===== src/rtl/brb_pkg.sv =====
package brb_pkg;

   localparam int REG_SLOTS = 32;
   localparam int IX_BASE   = 'h0a;
   localparam int IX_STAT   = 'h15;

   typedef enum logic [3:0] {
      RK_NONE,
      RK_FAULT,
      RK_FAULT_AND,
      RK_FAULT_OR,
      RK_BASE,
      RK_SEC,
      RK_CTRL,
      RK_CTRL_SET,
      RK_CTRL_CLR,
      RK_STAT,
      RK_PLAIN
   } reg_kind_e;

   function automatic reg_kind_e kind_of(input int ix);
      reg_kind_e k;
      case (ix)
         'h00:    k = RK_FAULT;
         'h01:    k = RK_FAULT_AND;
         'h02:    k = RK_FAULT_OR;
         'h0a:    k = RK_BASE;
         'h0b:    k = RK_SEC;
         'h0e:    k = RK_CTRL;
         'h12:    k = RK_CTRL_SET;
         'h13:    k = RK_CTRL_CLR;
         'h15:    k = RK_STAT;
         'h06, 'h07, 'h0f, 'h10, 'h14,
         'h16, 'h17, 'h18, 'h19, 'h1a, 'h1b:
                  k = RK_PLAIN;
         default: k = RK_NONE;
      endcase
      return k;
   endfunction

endpackage


===== src/rtl/brb_idx_map.sv =====
module brb_idx_map #(
   parameter int ADDR_W = 8,
   parameter int IDX_W  = 6,
   parameter int MM_OFS = 10
) (
   input  logic              src_mm,
   input  logic [ADDR_W-1:0] addr,
   output logic [IDX_W-1:0]  idx,
   output logic              aligned
);
   localparam int WORD_W = ADDR_W - 3;

   logic [IDX_W-1:0] word;

   assign word    = {{(IDX_W-WORD_W){1'b0}}, addr[ADDR_W-1:3]};
   assign idx     = src_mm ? word + IDX_W'(MM_OFS) : word;
   assign aligned = (addr[2:0] == 3'b000);

endmodule


===== src/rtl/brb_regs.sv =====
module brb_regs
   import brb_pkg::*;
#(
   parameter int          IDX_W      = 6,
   parameter logic [63:0] BASE_MASK  = 64'h0003_ffff_fff0_0000,
   parameter logic [63:0] SEC_MASK   = 64'h0003_ffff_0000_0000,
   parameter logic [63:0] RESET_BASE = 64'h0
) (
   input  logic             clk,
   input  logic             rst_n,
   input  logic             acc_req,
   input  logic             acc_we,
   input  logic             acc_mm,
   input  logic             acc_ok,
   input  logic [IDX_W-1:0] idx,
   input  logic [63:0]      wdata,
   output logic [63:0]      rd_word,
   output logic             acc_err,
   output logic [63:0]      base_q
);
   localparam logic [63:0] BASE_KEEP = BASE_MASK | 64'h1;

   reg_kind_e   kind;
   logic        in_range;
   logic        wr_drop;
   logic        rd_bad;
   logic        wr_fire;
   logic [63:0] fault_q;
   logic [63:0] ctrl_q;
   logic [63:0] sec_q;
   logic [63:0] slot [REG_SLOTS];

   assign in_range = (int'(idx) < REG_SLOTS);
   assign kind     = in_range ? kind_of(int'(idx)) : RK_NONE;

   assign wr_drop  = !acc_ok || (kind == RK_NONE) || (kind == RK_STAT) ||
                     ((kind == RK_BASE) && acc_mm);
   assign rd_bad   = !acc_ok || (kind == RK_NONE) || (kind == RK_FAULT_AND) ||
                     (kind == RK_FAULT_OR) || (kind == RK_CTRL_SET) ||
                     (kind == RK_CTRL_CLR);
   assign wr_fire  = acc_req && acc_we && !wr_drop;
   assign acc_err  = acc_req && (acc_we ? wr_drop : rd_bad);

   always_ff @(posedge clk) begin
      if (!rst_n) begin
         fault_q <= '0;
         ctrl_q  <= '0;
         sec_q   <= '0;
         base_q  <= (RESET_BASE & BASE_MASK) | 64'h1;
      end else if (wr_fire) begin
         case (kind)
            RK_FAULT:     fault_q <= wdata;
            RK_FAULT_AND: fault_q <= fault_q & wdata;
            RK_FAULT_OR:  fault_q <= fault_q | wdata;
            RK_CTRL:      ctrl_q  <= wdata;
            RK_CTRL_SET:  ctrl_q  <= ctrl_q | wdata;
            RK_CTRL_CLR:  ctrl_q  <= ctrl_q & ~wdata;
            RK_SEC:       sec_q   <= wdata & SEC_MASK;
            RK_BASE:      base_q  <= wdata & BASE_KEEP;
            default:      ;
         endcase
      end
   end

   for (genvar g = 0; g < REG_SLOTS; g++) begin : g_slot
      if (kind_of(g) == RK_PLAIN) begin : g_plain
         logic [63:0] q;
         always_ff @(posedge clk) begin
            if (!rst_n) begin
               q <= '0;
            end else if (wr_fire && (int'(idx) == g)) begin
               q <= wdata;
            end
         end
         assign slot[g] = q;
      end else begin : g_empty
         assign slot[g] = '0;
      end
   end

   always_comb begin
      case (kind)
         RK_FAULT: rd_word = fault_q;
         RK_CTRL:  rd_word = ctrl_q;
         RK_SEC:   rd_word = sec_q;
         RK_BASE:  rd_word = base_q;
         RK_STAT:  rd_word = '0;
         RK_PLAIN: rd_word = slot[idx[4:0]];
         default:  rd_word = '1;
      endcase
      if (!acc_ok) begin
         rd_word = '1;
      end
   end

endmodule


===== src/rtl/brb_resp.sv =====
module brb_resp #(
   parameter int DATA_W = 64
) (
   input  logic              clk,
   input  logic              rst_n,
   input  logic              rd_fire,
   input  logic              err_now,
   input  logic [DATA_W-1:0] rd_word,
   output logic              rd_valid,
   output logic [DATA_W-1:0] rd_data,
   output logic              err_pulse
);
   always_ff @(posedge clk) begin
      if (!rst_n) begin
         rd_valid  <= 1'b0;
         rd_data   <= '0;
         err_pulse <= 1'b0;
      end else begin
         rd_valid  <= rd_fire;
         err_pulse <= err_now;
         if (rd_fire) begin
            rd_data <= rd_word;
         end
      end
   end
endmodule


===== src/rtl/bridge_reg_bank.sv =====
module bridge_reg_bank #(
   parameter int          DATA_W     = 64,
   parameter int          ADDR_W     = 8,
   parameter int          MM_OFS     = 10,
   parameter logic [63:0] BASE_MASK  = 64'h0003_ffff_fff0_0000,
   parameter logic [63:0] SEC_MASK   = 64'h0003_ffff_0000_0000,
   parameter logic [63:0] RESET_BASE = 64'h0000_0000_0000_0000
) (
   input  logic              clk,
   input  logic              rst_n,
   input  logic              acc_req,
   input  logic              acc_mm,
   input  logic              acc_we,
   input  logic [ADDR_W-1:0] acc_addr,
   input  logic [63:0]       acc_wdata,
   output logic              rd_valid,
   output logic [63:0]       rd_data,
   output logic              err_pulse,
   output logic              win_en,
   output logic [63:0]       win_base
);
   localparam int IDX_W = (ADDR_W - 2 > 6) ? ADDR_W - 2 : 6;

   if (DATA_W != 64) begin : g_bad_data
      $error("bridge_reg_bank: registers are 64 bits wide");
   end
   if (ADDR_W < 8) begin : g_bad_addr
      $error("bridge_reg_bank: ADDR_W must reach every register index");
   end
   if (MM_OFS < 0 || MM_OFS > 10) begin : g_bad_ofs
      $error("bridge_reg_bank: MM_OFS out of range");
   end

   logic [IDX_W-1:0] idx;
   logic             aligned;
   logic [63:0]      rd_word;
   logic             acc_err;
   logic [63:0]      base_q;

   brb_idx_map #(
      .ADDR_W (ADDR_W),
      .IDX_W  (IDX_W),
      .MM_OFS (MM_OFS)
   ) map_i (
      .src_mm  (acc_mm),
      .addr    (acc_addr),
      .idx     (idx),
      .aligned (aligned)
   );

   brb_regs #(
      .IDX_W      (IDX_W),
      .BASE_MASK  (BASE_MASK),
      .SEC_MASK   (SEC_MASK),
      .RESET_BASE (RESET_BASE)
   ) regs_i (
      .clk     (clk),
      .rst_n   (rst_n),
      .acc_req (acc_req),
      .acc_we  (acc_we),
      .acc_mm  (acc_mm),
      .acc_ok  (aligned),
      .idx     (idx),
      .wdata   (acc_wdata),
      .rd_word (rd_word),
      .acc_err (acc_err),
      .base_q  (base_q)
   );

   brb_resp #(
      .DATA_W (64)
   ) resp_i (
      .clk       (clk),
      .rst_n     (rst_n),
      .rd_fire   (acc_req && !acc_we),
      .err_now   (acc_err),
      .rd_word   (rd_word),
      .rd_valid  (rd_valid),
      .rd_data   (rd_data),
      .err_pulse (err_pulse)
   );

   assign win_en   = base_q[0];
   assign win_base = base_q[0] ? (base_q & BASE_MASK) : '0;

endmodule


===== config.mk =====
export PLATFORM = sky130hd
export DESIGN_NAME = bridge_reg_bank
export DESIGN_NICKNAME = d
export VERILOG_FILES = /design/src/rtl/brb_pkg.sv /design/src/rtl/brb_idx_map.sv /design/src/rtl/brb_regs.sv /design/src/rtl/brb_resp.sv /design/src/rtl/bridge_reg_bank.sv
export SDC_FILE = /design/constraint.sdc
export NUM_CORES = 2
export LEC_CHECK = 0
export BUFFER_PORTS_ARGS = -buffer_cell sky130_fd_sc_hd__buf_2
export CAP_MARGIN = 10
export CORE_AREA = 10 10 385 387
export DETAILED_ROUTE_END_ITERATION = 10
export DIE_AREA = 0 0 395 397
export HOLD_SLACK_MARGIN = 0.12
export SKIP_LAST_GASP = 1
export SLEW_MARGIN = 20
export SYNTH_ARGS = -nofsm -noshare
export SYNTH_HDL_FRONTEND = slang
export SYNTH_SLANG_ARGS = --single-unit

===== constraint.sdc =====
create_clock -name clk -period 4.99 [get_ports clk]
set_clock_uncertainty 0.1 [all_clocks]
set_input_delay 0.499 -clock clk [delete_from_list [all_inputs] [get_ports clk]]
set_output_delay 0.499 -clock clk [all_outputs]
set_load 0.05 [all_outputs]

; ---- After elaboration in Yosys (flattened, before gate mapping)
; Memories as Yosys holds them, arrays and structs flattened.
; Cells that the tools add are included.
[op_classes]
n_addsub = 1
eq_ne = 21
n_mux = 12
bitwise = 6
order_cmp = 2
n_reduce_logical = 34
[ops]
columns = operator, count
row1 = $pmux 64 s3, 2
row2 = $pmux 64 s6, 1
row3 = $bmux 64 s5, 1
row4 = $mux 64, 3
row5 = $and 64x64->64, 2
row6 = $or 64x64->64, 2
row7 = $not 64->64, 1
row8 = $mux 50, 1
row9 = $eq 6x6->1 const B, 8
row10 = $eq 4x3->1 const B, 4
row11 = $logic_and 1x1->1, 16
row12 = $eq 4x4->1 const B, 3
row13 = $eq 6x4->1 const B, 2
row14 = $eq 4x2->1 const B, 2
row15 = $mux 4, 2
row16 = $reduce_and 2->1, 4
row17 = $logic_or 1x1->1, 7
row18 = $add 5x4->6 const B, 1
row19 = $eq 6x5->1 const B, 1
row20 = $ge 6x6->1 const B, 1
row21 = $lt 6x6->1 const B, 1
row22 = $mux 6, 1
row23 = $not 5->6, 1
row24 = $reduce_bool 3->1, 2
row25 = other kinds (5), 7
[word_totals]
output_inout_bits = 131
wordCells = 95
n_memories = 1
input_bits = 77
ff_bits = 947
mem_bits_ro = 128
[memory_table]
columns = name, depth, width, rd, rd_ports_with_merged_regs, wr, line_no
row1 = (name not given), 32, 4, 1, 0, 0, brb_pkg.sv:23  ; case (ix)

; ---- Logic depth before layout (Yosys ltp)
; An unclocked memory read counts as a cell.
[logic_depth]
depth_word = 13
ltp_mapped = 15
ltp_nobuf = 9

; ---- Modules after synthesis
; A second synthesis with hierarchy kept.
[hier_totals]
cells_unflattened = 5071
hier_area_um2 = 44903.1
[modules_own_cells]
columns = mod, instances, seq_area_each_um2, area_per_inst_um2, cells_each
row1 = brb_regs, 1, 17636.9, 41775.1, 4779
row2 = brb_resp, 1, 1321.3, 2516.2, 210
row3 = bridge_reg_bank, 1, 0.0, 505.5, 69
row4 = brb_idx_map, 1, 0.0, 106.4, 13

; ---- Worst setup path before layout
; OpenSTA, ideal clock, no wires.
[synth_path]
path_type = in2reg
startpoint = in acc_addr[4]
endpoint = reg regs_i.fault_q[23]
path_slack_ns = 1.749
path_buffers = 4
stages = 13
arrival_time_ns = 3.024
required_time_ns = 4.773
setup_ns = 0.117
cell_sequence = ha_1 -> clkbuf_2 -> nand2b_1 -> nor2_1 -> or3_1 -> clkbuf_1 -> nor3b_1 -> o31a_1 -> o2111ai_1 -> and2_1 -> buf_2 -> buf_2 -> a22o_1
[synth_via]
elab_chain_cells = 12
word_cells_on_any_way = 21
classes_between = 1 x add/sub / 1 x order compare / 5 x eq/ne / 4 x mux / 9 x reduce/logical / 1 x memory
[synth_rtl]
columns = item, line_no
row1 = "start, declared", bridge_reg_bank.sv:14  ; input logic [ADDR_W-1:0] acc_addr,
row2 = $add 5x4->6, brb_idx_map.sv:16  ; assign idx = src_mm ? word + IDX_W'(MM_OFS) : word;
row3 = $mux 6 (*), brb_idx_map.sv:16
row4 = $mem_v2 32x4, --
row5 = $mux 4, brb_pkg.sv:23
row6 = $mux 4 (*), brb_regs.sv:34  ; assign kind = in_range ? kind_of(int'(idx)) : RK_NONE;
row7 = $logic_not 4->1, brb_regs.sv:36  ; assign wr_drop = !acc_ok || (kind == RK_NONE) || (kind == RK_STAT) ||
row8 = $logic_or 1x1->1 (3 in a row), brb_regs.sv:36
row9 = $logic_not 1->1, brb_regs.sv:41  ; assign wr_fire = acc_req && acc_we && !wr_drop;
row10 = $logic_and 1x1->1, brb_regs.sv:41
row11 = $reduce_and 2->1 (no line), --
row12 = "end signal, assigned", brb_regs.sv:52  ; RK_FAULT: fault_q <= wdata;
row13 = "end signal, assigned", brb_regs.sv:53  ; RK_FAULT_AND: fault_q <= fault_q & wdata;
row14 = "end signal, assigned", brb_regs.sv:54  ; RK_FAULT_OR: fault_q <= fault_q | wdata;
row15 = "end, declared", brb_regs.sv:28  ; logic [63:0] fault_q;
; Mark *: on every way between the ends. The rest lies on a longest branch, timed or not.
; A chain may end at the register's enable or synchronous reset.

; ---- Worst setup path in the final report
[layout_path]
startpoint = in acc_addr[4]
endpoint = reg resp_i.rd_data[32]
[layout_via]
elab_chain_cells = 8
word_cells_on_any_way = 18
classes_between = 1 x add/sub / 1 x order compare / 6 x eq/ne / 8 x mux / 1 x bitwise / 1 x memory
[layout_rtl]
columns = item, line_no
row1 = $add 5x4->6, brb_idx_map.sv:16
row2 = $mux 6 (*), brb_idx_map.sv:16
row3 = $mem_v2 32x4 / $not 5->6 (equally long branches), --
row4 = $mux 4 / $bmux 64 s5 (equally long branches), "brb_pkg.sv:23, brb_regs.sv:88"
row5 = $mux 4 / $mux 64 (equally long branches), "brb_regs.sv:34, brb_regs.sv:88"
row6 = $eq 4x4->1 (tied with other cells), brb_regs.sv:82  ; case (kind)
row7 = $pmux 64 s6 (*), brb_regs.sv:82
row8 = $mux 64 (*), brb_regs.sv:91  ; if (!acc_ok) begin
row9 = "end signal, assigned", brb_resp.sv:22  ; rd_data <= rd_word;
row10 = "end, declared", brb_resp.sv:10  ; output logic [DATA_W-1:0] rd_data,
; Mark *: on every way between the ends. The rest lies on a longest branch, timed or not. The select of a mux whose other input is x is not followed.

==> results.json <==
{
  "run_status": "finished clean",
  "drcViolationCount": 0,
  "leading_cell_type_in_the_layout_fill_and_taps_excluded": "sky130_fd_sc_hd__nand2_1",
  "drt_pass1_iterations": 6,
  "insertion_delay_ps": 710,
  "yosys.area_share.xor_xnor_pct": 0.2298,
  "final_cells": 6935,
  "numPortBuffers": 173,
  "cap_viol_max_count": 0,
  "vdd_drop_max_v": 0.0002439,
  "timing.critical_path.from_type": "input port",
  "library_cells_used_by_synthesis": 80,
  "seq_area_sq_um": 18960,
  "worstMarginPinSlew_ps": 1124,
  "slowest_stage": "sky130_fd_sc_hd__xor2_1",
  "finalMaxSlewViolations": 0,
  "worst-r2r-setup-slack_ps": 2780,
  "ys.flop_type": "sky130_fd_sc_hd__dfxtp_1",
  "grtUsageTotal_pct": 18.89,
  "detail_route.wirelength_mm": 155.9,
  "routed-via-count": 38130,
  "placed_cells": 6702,
  "fill_cells": 14590,
  "root_buffer": "sky130_fd_sc_hd__clkbuf_16",
  "yosysSeqAreaShare_pct": 45.23,
  "ant_nets": 0,
  "hold_start": "acc_wdata[39]",
  "grt_start_max_net_pins": 207,
  "post-route-min-period_ps": 3848,
  "critPathRequiredTime_ps": 5430,
  "timing.setup.tns_ps": 0,
  "cts_setup_buffers": 0,
  "cts-htree-levels": 3,
  "fin_util_pct": 34.29,
  "gpl.final_weighted_congestion": 0.8843,
  "core_region_area_sq_um": 140600,
  "crit_path_cell_trace": "buf_2 -> ha_1 -> xor2_1 -> o31ai_1 -> a221o_1 -> a31oi_4 -> buf_4 -> nand2_1 -> buf_4 -> a21oi_4 -> o311a_2 -> buf_4 -> a41oi_2",
  "worst_r2r_startpoint": "regs_i.g_slot[24].g_plain.q[47]",
  "grt_setup_unrepaired": "false",
  "async_reset_ff_share_pct": 0,
  "final_layout_size_suffix_gt1_share_pct": 12.61,
  "area_delta_synth_final_pct": 14.96,
  "synth_top_cell_area_share_pct": 45.23,
  "final.setup.worst_slack_ps": 1142,
  "static-leakage-power_nw": 16.81,
  "synthAdderAreaFrac_pct": 0.02985,
  "setup_violations": 0,
  "clk_transition_reported_paths_ps": 60,
  "post-synth-top-area-cell": "sky130_fd_sc_hd__dfxtp_1",
  "hold-path-cell-count": 3,
  "worst_path_dominant_cell_family": "buffers and inverters",
  "syn_area_per_cell_sq_um": 8.291,
  "critPathArrivalTime_ps": 4280,
  "ctsHoldBuffers": 62,
  "most_used_cells_in_the_layout_excluding_fill_and_tap_cells": "sky130_fd_sc_hd__nand2_1, sky130_fd_sc_hd__dfxtp_1, sky130_fd_sc_hd__o21ai_0, sky130_fd_sc_hd__nand3_1, sky130_fd_sc_hd__a21oi_1",
  "min_path_type": "input port to flop",
  "pwr_density_cell_nw_per_um2": 351.3,
  "height_of_the_die_um": 397,
  "area_of_the_die_sq_um": 156800,
  "synthesis.instances": 5056,
  "grt_pass1_vias": 35300,
  "yosys-mux-area-fraction_pct": 5.806,
  "main_combinational_cell_family_by_area_after_synthesis": "compound AO/OA/AOI/OAI gates",
  "synth-compound-area-share_pct": 23.68,
  "max_stage_delay_ps": 500,
  "cpMostUsedCell": "sky130_fd_sc_hd__buf_4",
  "fin_nets": 5049,
  "clock_tree.buffer_depth": 3,
  "cp.buffers_inverters": 4,
  "holdPathEnd": "regs_i.g_slot[16].g_plain.q[39]",
  "global_route_wire_length_before_repair_mm": 232.0,
  "final_hold_viol_count": 0,
  "synth_edf_count": 0,
  "crit_type": "input port to flop",
  "placement_rows": 138,
  "post_drt_wl_per_cell_um": 22.48,
  "total_grt_overflow": 0,
  "critical_path.max_fanout": 35,
  "tritoncts": "yes",
  "cts_made_buffers": 95,
  "antenna_found_initial": 20,
  "yosysWarnings": 0,
  "die_w_um": 395,
  "clock_sinks": 947,
  "drtIter0Drc": 4324,
  "netlist_area_sq_um": 41920,
  "fin_crit_sh_pct": 77.11,
  "cts_repair_resize_count": 0,
  "dp_hpwl_mm": 96.68,
  "routed_via_density": 5.497,
  "cell_types_with_the_largest_area_share_after_synthesis": "sky130_fd_sc_hd__dfxtp_1, sky130_fd_sc_hd__nand2_1, sky130_fd_sc_hd__o21ai_0",
  "initial_core_util_pct": 29.82,
  "max-slew-margin-rel_pct": 25.04,
  "ios": 208,
  "synth.ff_latch_count": 947,
  "worst_r2r_endpoint": "resp_i.rd_data[47]",
  "place_ws_ps": 525.3,
  "synth_simple_gate_area_share_pct": 18.92,
  "finalPower_mw": 16.93,
  "reg2reg_depth": 5,
  "kind_of_capture_point_of_the_worst_setup_path": "flop",
  "area_of_combinational_cells_with_multiple_inputs_sq_um": 20820,
  "max_clock_freq_mhz": 259.9
}
[metal layers]
metal	routed length, um	vias up	part of all wire, %	track usage (%)
met5	132	-	0.085	0
li1	-	17630	-	-
met1	66940	18480	43	25.61
met2	68800	1678	44	29.31
met4	5865	22	3.8	7.672
met3	14140	316	9.1	3.658
[stage by stage]
step                hold slack, ps  instance area (sq um)
floorplan                    324.9                  42040
global placement             332.2                  44340
detailed placement           339.2                  44340
CTS                          123.1                  48190
global route                 175.0                  48190
finish                       157.6                  48190
[how the worst max path moves through the flow]
stage | start | end | slack [ps] | cells past startpoint
after detailed placement | acc_addr[4] | resp_i.rd_data[45] | 530 | 13
after CTS | acc_addr[4] | resp_i.rd_data[32] | 1240 | 13
after floorplan | acc_addr[4] | regs_i.fault_q[23] | 1750 | 13
after global routing | acc_addr[4] | resp_i.rd_data[37] | 1010 | 13
after global placement | acc_addr[4] | resp_i.rd_data[62] | 570 | 13
final | acc_addr[4] | resp_i.rd_data[32] | 1140 | 13
[synthesized netlist by cell type (all sizes together) (85+ instances only)]
| master | count |
|---|---|
| a21boi | 159 |
| a21oi | 184 |
| a22o | 116 |
| a22oi | 101 |
| buf | 185 |
| clkbuf | 396 |
| dfxtp | 947 |
| mux2i | 128 |
| nand2 | 981 |
| nand3 | 501 |
| nor2 | 141 |
| nor2b | 85 |
| o21ai | 609 |
[power breakdown]
part           switching [mW]  internal, mW
logic                    1.33         0.416
clock network            3.15          4.38
registers              0.0439          7.60
total                    4.53          12.4
[flip-flops by register name, indices dropped and copies added (netlist names)]
name                     cells
resp_i.err_pulse             1
regs_i.ctrl_q               64
regs_i.fault_q              64
regs_i.g_slot.g_plain.q    704
resp_i.rd_data              64
resp_i.rd_valid              1
regs_i.sec_q                18
regs_i.base_q               31
[worst reg2reg max path, stage by stage, from the launching register on]
cell,delay [ps]
sky130_fd_sc_hd__dfxtp_1,310
sky130_fd_sc_hd__mux4_2,470
sky130_fd_sc_hd__or3_1,370
sky130_fd_sc_hd__and4_1,330
sky130_fd_sc_hd__a221oi_1,340
sky130_fd_sc_hd__a41oi_2,150
[kinds of logic (layout without fill, tap and decap cells)]
logic type               after synthesis  count (layout)
AND/OR/NAND/NOR                     1807            1807
AO/OA/AOI/OAI                       1526            1526
flip-flops                           947             947
buffers and inverters                583             537
multiplexers                         183             183
XOR/XNOR                               8               8
adder cells (fa/ha/maj)                1               1
other                                  1              36
[cell type report]
class	count	area share, %
multi-input cells	3559	43.20
flip-flops and latches	947	39.34
clock buffers	140	5.870
repair buffers	366	5.826
well taps	1890	4.907
clock inverters	29	0.8282
inverters	2	0.01817
diodes	2	0.01039
(Power assumes the default switching activity.)
